==> src/rtl/mdio_pkg.sv <==
package mdio_pkg;
  localparam int unsigned DIV_W     = 8;
  localparam int unsigned PRE_LEN   = 32;
  localparam int unsigned DATA_W    = 16;
  localparam int unsigned HDR_W     = 16;
  localparam int unsigned FRAME_LEN = PRE_LEN + HDR_W + DATA_W;
  localparam int unsigned IDX_W     = $clog2(FRAME_LEN);

  localparam logic [1:0] OP_RD   = 2'b10;
  localparam logic [1:0] A_CTRL  = 2'd0;
  localparam logic [1:0] A_WDATA = 2'd1;
  localparam logic [1:0] A_STAT  = 2'd2;

  typedef struct packed {
    logic             srst;
    logic             load;
    logic [DIV_W-1:0] div;
    logic [1:0]       ta;
    logic [1:0]       st;
    logic [1:0]       op;
    logic [4:0]       reg_a;
    logic [4:0]       phy;
  } ctrl_t;

  localparam int unsigned REG_W = $bits(ctrl_t);

  typedef struct packed {
    logic [1:0] st;
    logic [1:0] op;
    logic [4:0] phy;
    logic [4:0] reg_a;
    logic [1:0] ta;
  } hdr_t;
endpackage

==> src/rtl/mdio_regs.sv <==
module mdio_regs
  import mdio_pkg::*;
#(
  parameter logic [DIV_W-1:0] DIV_RST = 7
) (
  input  logic              clk_i,
  input  logic              rst_ni,
  input  logic              we_i,
  input  logic [1:0]        addr_i,
  input  logic [REG_W-1:0]  wdata_i,
  output logic [REG_W-1:0]  rdata_o,
  input  logic              busy_i,
  input  logic [DATA_W-1:0] rd_data_i,
  output logic [DIV_W-1:0]  div_o,
  output logic [DATA_W-1:0] wr_data_o,
  output hdr_t              hdr_o,
  output logic              launch_o,
  output logic              srst_o
);
  ctrl_t             ctrl_q, new_c;
  logic [DATA_W-1:0] wd_q;
  logic              wr_ctrl;

  assign new_c    = ctrl_t'(wdata_i);
  assign wr_ctrl  = we_i && (addr_i == A_CTRL);
  assign srst_o   = ctrl_q.srst | (wr_ctrl & new_c.srst);
  // edge taken against the stored bit at the write itself
  assign launch_o = wr_ctrl & new_c.load & ~ctrl_q.load & ~busy_i & ~srst_o;

  assign hdr_o     = '{st: new_c.st, op: new_c.op, phy: new_c.phy,
                       reg_a: new_c.reg_a, ta: new_c.ta};
  assign div_o     = ctrl_q.div;
  assign wr_data_o = wd_q;

  always_ff @(posedge clk_i or negedge rst_ni) begin
    if (!rst_ni) begin
      ctrl_q     <= '0;
      ctrl_q.div <= DIV_RST;
      wd_q       <= '0;
    end else if (we_i) begin
      if (addr_i == A_CTRL)  ctrl_q <= new_c;
      if (addr_i == A_WDATA) wd_q   <= wdata_i[DATA_W-1:0];
    end
  end

  always_comb begin
    rdata_o = '0;
    case (addr_i)
      A_CTRL:  rdata_o = ctrl_q;
      A_WDATA: rdata_o = {{(REG_W-DATA_W){1'b0}}, wd_q};
      A_STAT:  rdata_o = {{(REG_W-DATA_W-1){1'b0}}, busy_i, rd_data_i};
      default: rdata_o = '0;
    endcase
  end

  a_r3_launch_needs_low: assert property (@(posedge clk_i) disable iff (!rst_ni)
    launch_o |=> ctrl_q.load);
endmodule

==> src/rtl/mdio_clkdiv.sv <==
module mdio_clkdiv
  import mdio_pkg::*;
(
  input  logic             clk_i,
  input  logic             rst_ni,
  input  logic             en_i,
  input  logic [DIV_W-1:0] div_i,
  output logic             mdc_o,
  output logic             rise_o,
  output logic             fall_o
);
  logic [DIV_W-1:0] cnt_q;
  logic             mdc_q, hit;

  assign hit    = en_i && (cnt_q >= div_i);
  assign rise_o = hit & ~mdc_q;
  assign fall_o = hit & mdc_q;
  assign mdc_o  = mdc_q;

  always_ff @(posedge clk_i or negedge rst_ni) begin
    if (!rst_ni) begin
      cnt_q <= '0;
      mdc_q <= 1'b0;
    end else if (!en_i) begin
      cnt_q <= '0;
      mdc_q <= 1'b0;
    end else if (hit) begin
      cnt_q <= '0;
      mdc_q <= ~mdc_q;
    end else begin
      cnt_q <= cnt_q + 1'b1;
    end
  end

  a_r6_mdc_parked: assert property (@(posedge clk_i) disable iff (!rst_ni)
    !en_i |=> !mdc_o);
endmodule

==> src/rtl/mdio_frame.sv <==
module mdio_frame
  import mdio_pkg::*;
(
  input  logic              clk_i,
  input  logic              rst_ni,
  input  logic              launch_i,
  input  logic              srst_i,
  input  hdr_t              hdr_i,
  input  logic [DATA_W-1:0] wdata_i,
  input  logic              rise_i,
  input  logic              fall_i,
  input  logic              mdio_i,
  output logic              busy_o,
  output logic              mdio_o,
  output logic              oe_o,
  output logic [DATA_W-1:0] rd_data_o
);
  localparam logic [IDX_W-1:0] LAST_IDX = IDX_W'(FRAME_LEN - 1);
  localparam logic [IDX_W-1:0] DATA_IDX = IDX_W'(FRAME_LEN - DATA_W);
  localparam logic [IDX_W-1:0] REL_IDX  = IDX_W'(FRAME_LEN - DATA_W - 1);

  logic [FRAME_LEN-1:0] sreg_q;
  logic [IDX_W-1:0]     idx_q;
  logic [DATA_W-1:0]    rd_q;
  logic                 busy_q, is_rd_q;

  assign busy_o    = busy_q;
  assign mdio_o    = sreg_q[FRAME_LEN-1];
  assign oe_o      = busy_q && !(is_rd_q && idx_q >= REL_IDX);
  assign rd_data_o = rd_q;

  always_ff @(posedge clk_i or negedge rst_ni) begin
    if (!rst_ni) begin
      sreg_q  <= '0;
      idx_q   <= '0;
      rd_q    <= '0;
      busy_q  <= 1'b0;
      is_rd_q <= 1'b0;
    end else if (srst_i) begin
      busy_q <= 1'b0;
      idx_q  <= '0;
    end else if (launch_i) begin
      busy_q  <= 1'b1;
      idx_q   <= '0;
      is_rd_q <= (hdr_i.op == OP_RD);
      sreg_q  <= {{PRE_LEN{1'b1}}, hdr_i, wdata_i};
    end else if (busy_q) begin
      if (rise_i && is_rd_q && idx_q >= DATA_IDX)
        rd_q <= {rd_q[DATA_W-2:0], mdio_i};
      if (fall_i) begin
        if (idx_q == LAST_IDX) begin
          busy_q <= 1'b0;
        end else begin
          idx_q  <= idx_q + 1'b1;
          sreg_q <= {sreg_q[FRAME_LEN-2:0], 1'b0};
        end
      end
    end
  end

  a_r4_no_launch_busy: assert property (@(posedge clk_i) disable iff (!rst_ni)
    launch_i |-> !busy_q);
  a_r2_busy_on_launch: assert property (@(posedge clk_i) disable iff (!rst_ni)
    launch_i && !srst_i |=> busy_q);
  a_r10_srst_idle: assert property (@(posedge clk_i) disable iff (!rst_ni)
    srst_i |=> !busy_q);
  a_r9_done_on_fall: assert property (@(posedge clk_i) disable iff (!rst_ni)
    $fell(busy_q) |-> $past(srst_i) || $past(fall_i));
endmodule

==> src/rtl/mdio_master.sv <==
module mdio_master
  import mdio_pkg::*;
#(
  parameter logic [DIV_W-1:0] DIV_RST = 7
) (
  input  logic             clk_i,
  input  logic             rst_ni,
  input  logic             reg_we_i,
  input  logic [1:0]       reg_addr_i,
  input  logic [REG_W-1:0] reg_wdata_i,
  output logic [REG_W-1:0] reg_rdata_o,
  output logic             mdc_o,
  output logic             mdio_o,
  output logic             mdio_oe_o,
  input  logic             mdio_i
);
  logic [DIV_W-1:0]  div;
  logic [DATA_W-1:0] wr_data, rd_data;
  hdr_t              hdr;
  logic              launch, srst, busy, rise, fall;

  mdio_regs #(.DIV_RST(DIV_RST)) u_regs (
    .clk_i, .rst_ni,
    .we_i      (reg_we_i),
    .addr_i    (reg_addr_i),
    .wdata_i   (reg_wdata_i),
    .rdata_o   (reg_rdata_o),
    .busy_i    (busy),
    .rd_data_i (rd_data),
    .div_o     (div),
    .wr_data_o (wr_data),
    .hdr_o     (hdr),
    .launch_o  (launch),
    .srst_o    (srst)
  );

  mdio_clkdiv u_clkdiv (
    .clk_i, .rst_ni,
    .en_i   (busy & ~srst),
    .div_i  (div),
    .mdc_o  (mdc_o),
    .rise_o (rise),
    .fall_o (fall)
  );

  mdio_frame u_frame (
    .clk_i, .rst_ni,
    .launch_i  (launch),
    .srst_i    (srst),
    .hdr_i     (hdr),
    .wdata_i   (wr_data),
    .rise_i    (rise),
    .fall_i    (fall),
    .mdio_i    (mdio_i),
    .busy_o    (busy),
    .mdio_o    (mdio_o),
    .oe_o      (mdio_oe_o),
    .rd_data_o (rd_data)
  );

  a_r1_idle_quiet: assert property (@(posedge clk_i) disable iff (!rst_ni)
    !busy |-> !mdc_o && !mdio_oe_o);
  a_r6_change_on_fall: assert property (@(posedge clk_i) disable iff (!rst_ni)
    busy && $past(busy) && !$fell(mdc_o) |-> $stable(mdio_o));
endmodule

==> config.mk <==
export PLATFORM = sky130hd
export DESIGN_NAME = mdio_master
export DESIGN_NICKNAME = d
export VERILOG_FILES = /design/src/rtl/mdio_pkg.sv /design/src/rtl/mdio_regs.sv /design/src/rtl/mdio_clkdiv.sv /design/src/rtl/mdio_frame.sv /design/src/rtl/mdio_master.sv
export SDC_FILE = /design/constraint.sdc
export NUM_CORES = 1
export LEC_CHECK = 0
export BUFFER_PORTS_ARGS = -buffer_cell sky130_fd_sc_hd__buf_4
export CAP_MARGIN = 20
export CORE_MARGIN = 8
export CORE_UTILIZATION = 30
export CTS_BUF_LIST = sky130_fd_sc_hd__clkbuf_16
export DETAILED_ROUTE_END_ITERATION = 6
export PLACE_DENSITY = 0.56
export SETUP_SLACK_MARGIN = 0.2
export SYNTH_ARGS = -nofsm -noshare
export SYNTH_HDL_FRONTEND = slang
export SYNTH_SLANG_ARGS = --single-unit
==> constraint.sdc <==
create_clock -name clk_i -period 2.4 [get_ports clk_i]
set_input_delay 0.12 -clock clk_i [delete_from_list [all_inputs] [get_ports clk_i]]
set_output_delay 0.12 -clock clk_i [all_outputs]
set_load 0.005 [all_outputs]
==> Word level (Yosys, flattened, before mapping) <==
Index checks and enable logic that the tools add are counted.
{ "word_totals": {"input_bits": 32, "word_cells": 79, "memories": 0, "register_bits": 139, "mem_bits_rw": 0, "latchBits": 0, "output_inout_bits": 29, "rom_bits": 0} }
{ "classes": {"order_cmp": 3, "addsub": 2, "mul": 0, "n_reduce_logical": 18, "n_mux": 19, "shifts": 0, "bitwise_logic": 14, "div": 0, "n_eq_ne": 7} }
{ "op_table": {"columns": ["operator", "count"], "rows": [
  ["2-to-1 mux 64 bit", 4],
  ["case mux 26 bit (3 select lines)", 1],
  ["2-to-1 mux 6 bit", 5],
  ["2-to-1 mux 8 bit", 2],
  ["greater-or-equal comparator 6 bit, second input constant", 2],
  ["adder 8 x 1 -> 8 bit, second input constant", 1],
  ["AND 1 bit", 8],
  ["greater-or-equal comparator 8 bit", 1],
  ["AND reduction 4 bit", 2],
  ["2-to-1 mux 1 bit", 7],
  ["adder 6 x 1 -> 6 bit, second input constant", 1],
  ["equality test 6 bit, second input constant", 1],
  ["logical AND 1 bit", 6],
  ["AND reduction 2 bit", 3],
  ["nonzero test 3 bit", 2],
  ["inverter 1 bit", 5],
  ["equality test 2 bit, second input constant", 2],
  ["inequality test 2 bit, second input constant", 2],
  ["nonzero test 2 bit", 2],
  ["inequality test 3 bit, second input constant", 1],
  ["AND reduction 3 bit", 1],
  ["equality test 2 x 1 -> 1 bit, second input constant", 1],
  ["logical NOT 2 bit", 1],
  ["logical NOT 1 bit", 1],
  ["OR 1 bit", 1]
]} }

==> Longest topological paths before layout <==
{ "logic_depth": {"depth_word": 12, "ltp_mapped": 9, "ltp_nobuf": 7} }

==> Hierarchy <==
From an unflattened synthesis, not the netlist that was laid out.
{ "unflattened": {"cells_unflattened": 681, "hier_area_um2": 7320.8} }
{ "by_module_without_submodules": {"columns": ["mod", "seq_area_each_um2", "instances", "area_per_inst_um2", "cells_each"], "rows": [
  ["mdio_frame", 2202.1, 1, 4357.9, 443],
  ["mdio_regs", 1054.8, 1, 2265.9, 168],
  ["mdio_clkdiv", 225.2, 1, 683.2, 69],
  ["mdio_master", 0.0, 1, 13.8, 1]
]} }

==> Least setup slack after synthesis <==
OpenSTA, ideal clock, no wires.
{ "synth_timing": {"kind": "reg-to-reg", "start": "register u_regs.div_o[0] (netlist name)", "end": "register u_frame.rd_q[10] (netlist: u_frame.rd_data_o[10])", "t_arrival_ps": 2252, "required_ps": 2275, "setup_time_ps": 125, "path_stages_with_launch": 9, "slack_ps": 23, "synth_period_minus_slack_ps": 2377, "n_path_buf": 2, "path_cell_list": "dfstp_2 -> ha_1 -> nand2b_1 -> a2111oi_0 -> o21bai_1 -> buf_2 -> nand2_2 -> buf_4 -> mux2_2"} }
{ "synth_between": {"elab_chain_len": 6} }
{ "synth_lines": {"columns": ["element", "line", "source"], "rows": [
  ["greater-or-equal comparator 8 bit", "mdio_clkdiv.sv:15", "assign hit = en_i && (cnt_q >= div_i);"],
  ["logical AND 1 bit", "mdio_clkdiv.sv:15", null],
  ["AND 1 bit", "mdio_clkdiv.sv:16", "assign rise_o = hit & ~mdc_q;"],
  ["logical AND 1 bit (2 in a row)", "mdio_frame.sv:48", "if (rise_i && is_rd_q && idx_q >= DATA_IDX)"],
  ["AND reduction 4 bit (no line)", null, null],
  ["to (signal assigned)", "mdio_frame.sv:49", "rd_q <= {rd_q[DATA_W-2:0], mdio_i};"],
  ["to (decl)", "mdio_frame.sv:24", "logic [DATA_W-1:0] rd_q;"]
]} }
No other way between the ends.
A chain may end at the register's enable or synchronous reset.

==> Final worst setup path <==
{ "layout_timing": {"start": "register u_regs.div_o[0] (netlist name)", "end": "register u_frame.sreg_q[4]"} }
{ "layout_between": {"elab_chain_len": 5} }
{ "layout_lines": {"columns": ["element", "line", "source"], "rows": [
  ["greater-or-equal comparator 8 bit", "mdio_clkdiv.sv:15", null],
  ["logical AND 1 bit", "mdio_clkdiv.sv:15", null],
  ["AND 1 bit", "mdio_clkdiv.sv:17", "assign fall_o = hit & mdc_q;"],
  ["nonzero test 2 bit (no line)", null, null],
  ["AND reduction 4 bit (no line)", null, null],
  ["to (signal assigned)", "mdio_frame.sv:46", "sreg_q <= {{PRE_LEN{1'b1}}, hdr_i, wdata_i};"],
  ["to (signal assigned)", "mdio_frame.sv:55", "sreg_q <= {sreg_q[FRAME_LEN-2:0], 1'b0};"],
  ["to (decl)", "mdio_frame.sv:22", "logic [FRAME_LEN-1:0] sreg_q;"]
]} }
No other way between the ends.

==> metrics.md <==
| Metric | Value |
|---|---|
| Critical path fanouts, max | `8` |
| Netlist area before placement | `6710 um^2` |
| Highest clock frequency the design can meet | `435 MHz` |
| Flop and latch count out of synthesis | `139` |
| Final hold slack | `0.0882 ns` |
| Clock tree sinks | `139` |
| Initial antenna violation count | `0` |
| Transition time at the pin with the least slew margin | `0.852 ns` |
| Number of hold-slack violations in the final timing report | `0` |
| Number of unique standard cell types used by synthesis | `45` |
| Worst setup SP type | `flip-flop` |
| Floorplan row count | `between 50 and 60` |
| Worst relative slew slack | `43.2%` |
| Hold Crit Class | `in -> reg` |
| Area growth from synthesis to layout | `34.7%` |
| Source-to-sink clock delay at the later pin of the worst-skew pair | `0.42 ns` |
| Routed wire length per instance | `17.8 um` |
| Root buffer cell | `clkbuf_16` |
| CTS tree | `yes` |
| Clock transition at the registers of the reported paths | `0.07 ns` |
| Sequential area share after synthesis | `51.9%` |
| Share of final-layout standard cells stronger than drive strength 1 | `31.8%` |
| Yosys top cell area share | `50.8%` |
| Die span in y | `166 um` |
| H-tree Lvls | `4` |
| GR Util All Layers | `12.7%` |
| Slowest-stage cell, CP | `dfstp_2` |
| Cells along the critical path | `ha_4, nand2b_4, a2111oi_4, buf_4, o21bai_4, buf_12, clkbuf_16, a41oi_2, a21oi_1` |
| Net count after synthesis | `slightly below 700` |
| DR iter-0 viols | `402` |
| RSZ-0062 raised after global routing | `true` |
| Maximum capacitance violations | `0` |
| Shortest period the worst path allows | `2.30 ns` |
| CP Class | `reg -> reg` |
| Routed vias | `5348` |
| Fraction of the cycle the final worst path needs | `95.8%` |
| Layout Utilization | `41.3%` |
| Number of global-route vias before repair | `5178` |
| Largest incremental delay on the critical path | `approximately 0.57 ns` |
| Post-route clock skew | `0.0118 ns` |
| DRT antenna net count | `0` |
| Leakage dissipation | `3.70 nW` |
| Fin nets | `774` |
| Arrival time of the worst setup path | `2.58 ns` |
| Pwr Density | `767 nW/um^2` |
| Fraction of registers with async set or reset after synthesis | `100%` |
| Maximum clock path buffer count | `2` |
| Drt drc | `0` |
| Instance count of the mapped netlist | `~650` |
| Number of enable-type register cells in the synthesized netlist | `0` |
| HPWL after DPL | `10300 um` |
| Wire length of the first global-routing pass | `27800 um` |
| Pre-Repair DR Iteration Count | `5` |
| Setup TNS | `0 ns` |
| Area inside the core boundary | `21900 um^2` |
| Number of top-level design ports | `about 60` |
| Starting density of the core | `30.6%` |
| RD Place Congestion | `0.732` |
| Remaining global-route overflow | `0` |
| Horizontal die dimension | `166 um` |
| Primary FF master, synth | `dfrtp_1` |
| Number of buffers created by CTS | `17` |
| Post-DR vias/cell | `5.22` |
| Number of failing setup endpoints in the final timing report | `0` |
| Dominant cells by area after synthesis | `dfrtp_1 (51%), mux2_2 (8.4%), nor2_1 (4.2%)` |
| Result of the run | `finished clean` |
| Post-synth top area cell | `dfrtp_1` |
| Avg Synthesized Cell Area | `10.4 um^2` |
| Maximum number of pins on one net before global-route repair | `67` |
| Pins Over Slew Limit | `0` |
| Total length of routed wires | `18300 um` |
| Critical path required time | `2.68 ns` |
| Antenna Diode Count | `0` |
| Quantity of I/O buffers inserted on ports | `60` |
| Number of warnings printed during yosys synthesis | `0` |
| Floorplan die area | `about 27000 um^2` |
| Type of element capturing the critical path | `flip-flop` |
| Maximum resistive drop on vdd | `0.538 mV` |
[cells in the mapped netlist, types with 2 or more instances]
| library cell | instances |
|---|---|
| a21oi_1 | 33 |
| a41oi_1 | 31 |
| and3_1 | 6 |
| buf_1 | 2 |
| buf_2 | 13 |
| buf_4 | 5 |
| clkbuf_1 | 41 |
| dfrtp_1 | 136 |
| dfstp_2 | 3 |
| ha_1 | 10 |
| inv_1 | 12 |
| mux2_2 | 50 |
| mux2i_1 | 27 |
| nand2_1 | 37 |
| nand2b_1 | 3 |
| nand3_1 | 7 |
| nand3b_1 | 2 |
| nand4_1 | 29 |
| nor2_1 | 75 |
| nor3_1 | 10 |
| o21ai_0 | 46 |
| o21ai_1 | 11 |
| o31ai_1 | 31 |
| xnor2_1 | 3 |
| xor2_1 | 4 |
[timing repair]
| action | in CTS | in global routing |
|---|---|---|
| hold buffers | 27 | 0 |
| cloned | 0 | 11 |
| endpoints found under the setup margin | 35 | 95 |
| endpoints found under the hold margin | 101 | 0 |
| gates resized for setup | 1 | 79 |
| setup buffers | 1 | 8 |
| pin swaps | 3 | 19 |
[metal layers]
| layer | up-vias | global-route usage [%] | part of all wire, % |
|---|---|---|---|
| met4 | 0 | 4.79 | 1.4 |
| li1 | 2525 | - | - |
| met3 | 18 | 2.45 | 3.1 |
| met5 | - | 0 | 0 |
| met2 | 109 | 17.9 | 46 |
| met1 | 2696 | 18.6 | 50 |
[state kept, by name (all words and copies together), names as in the netlist]
name               count
u_clkdiv.cnt_q         8
u_clkdiv.mdc_o         1
u_frame.busy_o         1
u_frame.idx_q          6
u_frame.is_rd_q        1
u_frame.rd_data_o     16
u_frame.sreg_q        64
u_regs.ctrl_q         18
u_regs.div_o           8
u_regs.wr_data_o      16
[stage by stage]
step | setup WS [ns] | total power [mW] | cells | cell area [um^2]
2_1_floorplan | 0.187 | 3.72 | 647 | 6760
3_3_place_gp | 0.201 | 4.11 | 945 | 7510
3_5_place_dp | 0.166 | 4.14 | 945 | 7510
4_1_cts | 0.140 | 6.84 | 1005 | 8380
5_1_grt | 0.0328 | 7.26 | 1025 | 9030
6_report | 0.101 | 6.93 | 1025 | 9030
[power breakdown]
group | internal [mW] | total, mW | switching (mW)
Clock | 1.55 | 2.66 | 1.10
Sequential | 2.83 | 3.15 | 0.312
Combinational | 0.581 | 1.13 | 0.548
[cells in the final DEF (no fill, tap or decap), types with 2 or more instances in the layout]
master | synthesis | layout
a21oi_1 | 33 | 33
nand2_1 | 37 | 37
nand4_1 | 29 | 29
mux2_2 | 50 | 34
dfstp_2 | 3 | 3
nor3_4 | 1 | 2
mux2_4 | 0 | 16
buf_6 | 0 | 7
xnor2_1 | 3 | 3
inv_8 | 0 | 2
o21ai_0 | 46 | 27
bufinv_16 | 0 | 2
a41oi_2 | 0 | 31
ha_1 | 10 | 8
inv_6 | 0 | 5
clkinv_1 | 0 | 2
buf_4 | 5 | 80
nand3b_1 | 2 | 2
mux2i_1 | 27 | 27
nand3_1 | 7 | 7
dlygate4sd3_1 | 0 | 27
nor2_1 | 75 | 75
ha_4 | 0 | 2
nand2_8 | 0 | 2
o31ai_1 | 31 | 30
nor3_2 | 1 | 2
dfrtp_1 | 136 | 135
clkinvlp_4 | 0 | 3
buf_12 | 0 | 6
clkbuf_16 | 0 | 22
o21ai_1 | 11 | 29
nor3_1 | 10 | 8
inv_2 | 1 | 2
xor2_1 | 4 | 4
inv_1 | 12 | 11
and3_1 | 6 | 6
[cells by family after synthesis]
| kind of cell | after synthesis | synth area share (%) |
|---|---|---|
| AOI/OAI and AO/OA | 158 | 15.0 |
| muxes | 77 | 12.4 |
| and+or+nand+nor | 182 | 13.2 |
| DFF | 139 | 51.9 |
| adders and majority gates | 10 | 1.87 |
| buffers and inverters | 74 | 4.67 |
| xor gates and xnor gates | 7 | 0.914 |
[final timing paths]
path,startpoint,end,slack [ns],depth (start not counted)
worst max-delay path,u_regs.div_o[0],u_frame.sreg_q[4],0.10,9
worst max register to register,u_regs.div_o[0],u_frame.sreg_q[4],0.10,9
worst min-delay path,reg_wdata_i[25],u_regs.ctrl_q[25],0.09,3
min in group asynchronous,rst_ni,u_frame.sreg_q[44],0.22,2
worst min register to register,u_regs.ctrl_q[0],u_regs.ctrl_q[0],0.51,1
max in group asynchronous,rst_ni,u_regs.div_o[0],1.44,3
[critical path: cells and delay by family (launching register included)]
kind            cells  cell delay [ns]
compound gates      4             0.73
simple gates        1             0.14
fa+ha+maj           1             0.21
buf+inv             3             0.51
flops               1             0.57
[cell type report]
class,instances,area [um^2]
Clock buffer,17,425
Clock inverter,15,161
Fill cell,2133,12900
Inverter,13,48.8
Multi-Input combinational cell,435,3350
Sequential cell,139,3480
Tap cell,280,350
Timing Repair Buffer,126,1210
Note: power is estimated with default switching activity, not from simulation.
